<file path="src/rtl/tsdl_pkg.sv">
package tsdl_pkg;
  typedef enum logic {
    FMT_T1 = 1'b0,
    FMT_E1 = 1'b1
  } frame_fmt_e;

  localparam int unsigned SLOT_W   = 5;
  localparam int unsigned SLOT_BITS = 8;

  typedef struct packed {
    logic rx_en;
    logic tx_en;
  } dir_en_t;
endpackage

</file>
<file path="src/rtl/tsdl_slot_match.sv">
module tsdl_slot_match
  import tsdl_pkg::*;
#(
  parameter int unsigned SW = SLOT_W,
  parameter int unsigned NB = SLOT_BITS,
  localparam int unsigned BW = $clog2(NB)
) (
  input  frame_fmt_e       fmt_i,
  input  logic [SW-1:0]    code_i,
  input  logic [NB-1:0]    mask_i,
  input  logic             valid_i,
  input  logic             fbit_i,
  input  logic [SW-1:0]    slot_i,
  input  logic [BW-1:0]    bitpos_i,
  output logic             hit_o
);
  logic [NB-1:0] pos_sel;
  logic          pos_hit;
  logic          fbit_mode;
  logic          fbit_cur;

  for (genvar i = 0; i < NB; i++) begin : g_pos
    assign pos_sel[i] = mask_i[i] & (bitpos_i == BW'(i));
  end
  assign pos_hit = |pos_sel;

  // code 0 in T1 means framing bit; mask unused there
  assign fbit_mode = (fmt_i == FMT_T1) && (code_i == '0);
  assign fbit_cur  = (fmt_i == FMT_T1) && fbit_i;

  always_comb begin
    hit_o = 1'b0;
    if (valid_i) begin
      if (fbit_mode) hit_o = fbit_cur;
      else           hit_o = !fbit_cur && (slot_i == code_i) && pos_hit;
    end
  end
endmodule

</file>
<file path="src/rtl/tsdl_rx_tap.sv">
module tsdl_rx_tap (
  input  logic clk_i,
  input  logic rst_ni,
  input  logic take_i,
  input  logic data_i,
  output logic strobe_o,
  output logic bit_o
);
  always_ff @(posedge clk_i or negedge rst_ni) begin
    if (!rst_ni) begin
      strobe_o <= 1'b0;
      bit_o    <= 1'b0;
    end else begin
      strobe_o <= take_i;
      if (take_i) bit_o <= data_i;
    end
  end
endmodule

</file>
<file path="src/rtl/tsdl_tx_insert.sv">
module tsdl_tx_insert (
  input  logic take_i,
  input  logic line_i,
  input  logic link_i,
  output logic req_o,
  output logic line_o
);
  assign req_o  = take_i;
  assign line_o = take_i ? link_i : line_i;
endmodule

</file>
<file path="src/rtl/tsdl_bit_sel.sv">
module tsdl_bit_sel
  import tsdl_pkg::*;
#(
  parameter int unsigned SW = SLOT_W,
  parameter int unsigned NB = SLOT_BITS,
  localparam int unsigned BW = $clog2(NB)
) (
  input  logic          clk_i,
  input  logic          rst_ni,
  input  logic          fmt_e1_i,
  input  logic [SW-1:0] slot_code_i,
  input  logic [NB-1:0] bit_mask_i,
  input  logic          rx_en_i,
  input  logic          tx_en_i,
  input  logic          bit_valid_i,
  input  logic          fbit_i,
  input  logic [SW-1:0] slot_i,
  input  logic [BW-1:0] bitpos_i,
  input  logic          rx_data_i,
  input  logic          tx_line_i,
  input  logic          tx_link_i,
  output logic          rx_strobe_o,
  output logic          rx_bit_o,
  output logic          tx_req_o,
  output logic          tx_line_o
);
  frame_fmt_e fmt;
  dir_en_t    en;
  logic       hit;

  assign fmt      = frame_fmt_e'(fmt_e1_i);
  assign en.rx_en = rx_en_i;
  assign en.tx_en = tx_en_i;

  tsdl_slot_match #(.SW(SW), .NB(NB)) u_match (
    .fmt_i    (fmt),
    .code_i   (slot_code_i),
    .mask_i   (bit_mask_i),
    .valid_i  (bit_valid_i),
    .fbit_i   (fbit_i),
    .slot_i   (slot_i),
    .bitpos_i (bitpos_i),
    .hit_o    (hit)
  );

  tsdl_rx_tap u_rx (
    .clk_i    (clk_i),
    .rst_ni   (rst_ni),
    .take_i   (hit & en.rx_en),
    .data_i   (rx_data_i),
    .strobe_o (rx_strobe_o),
    .bit_o    (rx_bit_o)
  );

  tsdl_tx_insert u_tx (
    .take_i (hit & en.tx_en),
    .line_i (tx_line_i),
    .link_i (tx_link_i),
    .req_o  (tx_req_o),
    .line_o (tx_line_o)
  );
endmodule

</file>
<file path="config.mk">
export PLATFORM = sky130hd
export DESIGN_NAME = tsdl_bit_sel
export DESIGN_NICKNAME = d
export VERILOG_FILES = /design/src/rtl/tsdl_pkg.sv /design/src/rtl/tsdl_slot_match.sv /design/src/rtl/tsdl_rx_tap.sv /design/src/rtl/tsdl_tx_insert.sv /design/src/rtl/tsdl_bit_sel.sv
export SDC_FILE = /design/constraint.sdc
export NUM_CORES = 1
export LEC_CHECK = 0
export ABC_CLOCK_PERIOD_IN_PS = 1450
export BUFFER_PORTS_ARGS = -buffer_cell sky130_fd_sc_hd__buf_2
export CAP_MARGIN = 5
export CORE_AREA = 2 2 39 41
export CTS_CLUSTER_DIAMETER = 100
export CTS_CLUSTER_SIZE = 10
export DETAILED_ROUTE_END_ITERATION = 10
export DIE_AREA = 0 0 41 43
export HOLD_SLACK_MARGIN = 0.12
export SETUP_SLACK_MARGIN = 0.5
export SYNTH_ARGS = -nofsm -noshare
export SYNTH_HDL_FRONTEND = slang
export SYNTH_SLANG_ARGS = --single-unit
export TNS_END_PERCENT = 5
</file>
<file path="constraint.sdc">
create_clock -name clk_i -period 1.45 [get_ports clk_i]
set_input_delay 0.0725 -clock clk_i [delete_from_list [all_inputs] [get_ports clk_i]]
set_output_delay 0.0725 -clock clk_i [all_outputs]
set_load 0.01 [all_outputs]
</file>
==> impl_metrics.yaml <==
die:
  num_rows: 14
  die_x_microns: 41
  die_h_microns: 43
  dieArea_sq_um: 1760
  coreArea_sq_um: 1380
  ios: 35
  start_util_pct: 20.3
layout:
  final_common_cell: "buf_2"
  drive_gt1_share_pct: 63.9
  antennaDiodeCount: 0
  multi_input_area_sq_um: 246
  num-fill-cells: 141
  fin_util_pct: 40.1
  postLayoutCellArea_sq_um: 554
  area_growth_pct: 96.9
  register_area_sq_um: 50.0
  most-common-layout-cells: "32 x buf_2, 4 x xnor2_1, 4 x nand2_1"
  nNetsFinal: 105
  fin_cells: 88
global_route:
  grt_max_degree: 7
  grt_overflow_total: 0
  grt_util_met3_pct: 1.57
  grt_usage_pct: 10.6
  antenna_found_initial: 0
  grtUsageMet1_pct: 12.7
  grt_pass1_wl_microns: 1270
  use_met2_pct: 15.9
  top_usage_layer: "met2"
  grt_pass1_vias: 346
sta:
  fin_worst_skew_ns: 0
  timing.fmax_ghz: 0.690
  min_period_over_period_pct: 100
  grt_setup_unrepaired: "true"
  finalSetupTns_ns: 0
  relSlewSlack_pct: 81.7
  worst_slack_ns: 0.000683
  hold_viol_final: 0
  finalSetupViolations: 0
  fin_crit_ns: 1.45
  drv_slew: 0
  fin_hold_ws_ns: 0.139
  tightest_slew_ns: 0.273
worst_setup_path:
  crit_path_start_kind: "input port"
  path_class: "input port to output pin"
  crit_fanout: 3
  endpoint_kind: "output pin"
  required_ns: 1.38
  arrival_ns: 1.38
  r2r-start: "u_rx.bit_o"
  r2r_end: "u_rx.bit_o"
  r2r.worst_path.cells: 3
  reg2reg_setup_slack_ns: 0.49
synthesis:
  synth_compound_area_share_pct: 17.3
  synthArstFlopShare_pct: 100
  synth_top_family_by_area: "simple AND/OR/NAND/NOR gates"
  synthXorXnorAreaFrac_pct: 15.6
  synth_top_flop_cell: "dfrtp_1"
  synthDistinctLibCells: 16
  synth_top_cell_by_area: "mux4_1"
  yosys.area_share.simple_pct: 27.1
  syn_inst: 31
  synth_top_area_share_pct: 18.7
  avgSynthCellArea_sq_um: 9.08
  synth_adder_area_share_pct: 0
  yosys-top-cells-area: "mux4_1 19%, dfrtp_1 18%, xnor2_1 12%"
  ys_seq_area_share_pct: 17.8
  synth_mux_area_share_pct: 22.2
  synth_nets: 62
  syn-cell-area_sq_um: 282
  synth_edf_count: 0
  ys_ff_latch: 2
  ys.warnings.count: 0
drt:
  vias_per_cell: 4.51
  drtIter0Drc: 6
  drc: 0
  num_vias: 397
  drt-total-wl_microns: 884
  wl_per_cell_microns: 10.0
  antenna_left: 0
  firstDrtPassIters: 3
placement:
  place_area_sq_um: 487
  dp_cells: 83
  place_ws_ns: -0.119
  gp_routability_congestion: 0.596
  place.port_buffers: 34
clock_network:
  insertion_delay_ns: 0.22
  root_buffer: "clkbuf_4"
  clock_path_buffers: 2
  cts_tree: "done"
  cts.sinks: 2
  numCtsBuffers: 3
  cts-htree-levels: 1
  clkTransAtPathRegs_ns: 0.03
job:
  drv_cap: 0
pwr:
  ir_worst_vdd_uv: 309
  cellPowerDensity_nw_per_um2: 536
  total_power_mw: 0.297
  leakagePower_nw: 0.258
worst_hold_path:
  whs_path_depth: 3
  hp-class: "input port to register"
  min_from: "rx_en_i"
  worstHoldEndpoint: "u_rx.strobe_o"
run_status:
  status: "finished clean"
-- Yosys cell counts (2+ instances only) --
master,n
a21oi_1,2
mux4_1,2
a311o_1,2
o21ai_0,2
nor4_1,3
dfrtp_1,2
xnor2_1,4
nand3_1,3
nand2_1,4
-- how the worst max path moves through the flow --
stage	startpoint	to	slack, ns	cells after the start
3_3_place_gp	bitpos_i[0]	tx_line_o	-0.09	6
5_1_grt	fbit_i	tx_line_o	-0.05	6
4_1_cts	slot_code_i[2]	tx_line_o	-0.02	6
3_5_place_dp	bitpos_i[0]	tx_line_o	-0.12	6
2_1_floorplan	slot_code_i[2]	u_rx.bit_o	0.17	4
6_report	fbit_i	tx_line_o	0.0007	6
-- critical path, cell delays in order --
cell and delay [ns]:
buf_2 0.10, nor2b_1 0.12, a211o_1 0.27, or3_4 0.40
a311o_1 0.27, buf_2 0.14
-- cell families after synthesis --
family	Yosys count
AND/OR/NAND/NOR	14
AO/OA/AOI/OAI	7
XOR/XNOR	5
multiplexers	3
flip-flops	2
-- flip-flops by register name, indices dropped and copies added (netlist names) --
register,flops
u_rx.bit_o,1
u_rx.strobe_o,1
-- timing repair --
action | 4_1_cts | 5_1_grt
hold endpoints to repair | 2 | 0
gates resized for setup | 5 | 3
hold buffers | 1 | 0
buffers inserted | 0 | 1
setup endpoints to repair | 4 | 4
pin swaps | 2 | 3
-- per-layer routing --
metal / routed length, microns / part of all wire [%]
met4: 0 / 0
met1: 369 / 42
met5: 0 / 0
met3: 120 / 14
met2: 394 / 45
-- final cells by class --
cell class,count,area share [%]
Clock buffer,3,4.06
Multi-Input combinational cell,29,44.5
Sequential cell,2,9.03
Tap cell,16,3.61
Timing Repair Buffer,38,38.8
-- report_power, final --
part | total, mW | internal (mW) | switching (mW)
sequential | 0.0570 | 0.0567 | 0.000242
clock | 0.119 | 0.0910 | 0.0284
combinational | 0.121 | 0.0738 | 0.0469
Note: power is estimated with default switching activity, not from simulation.
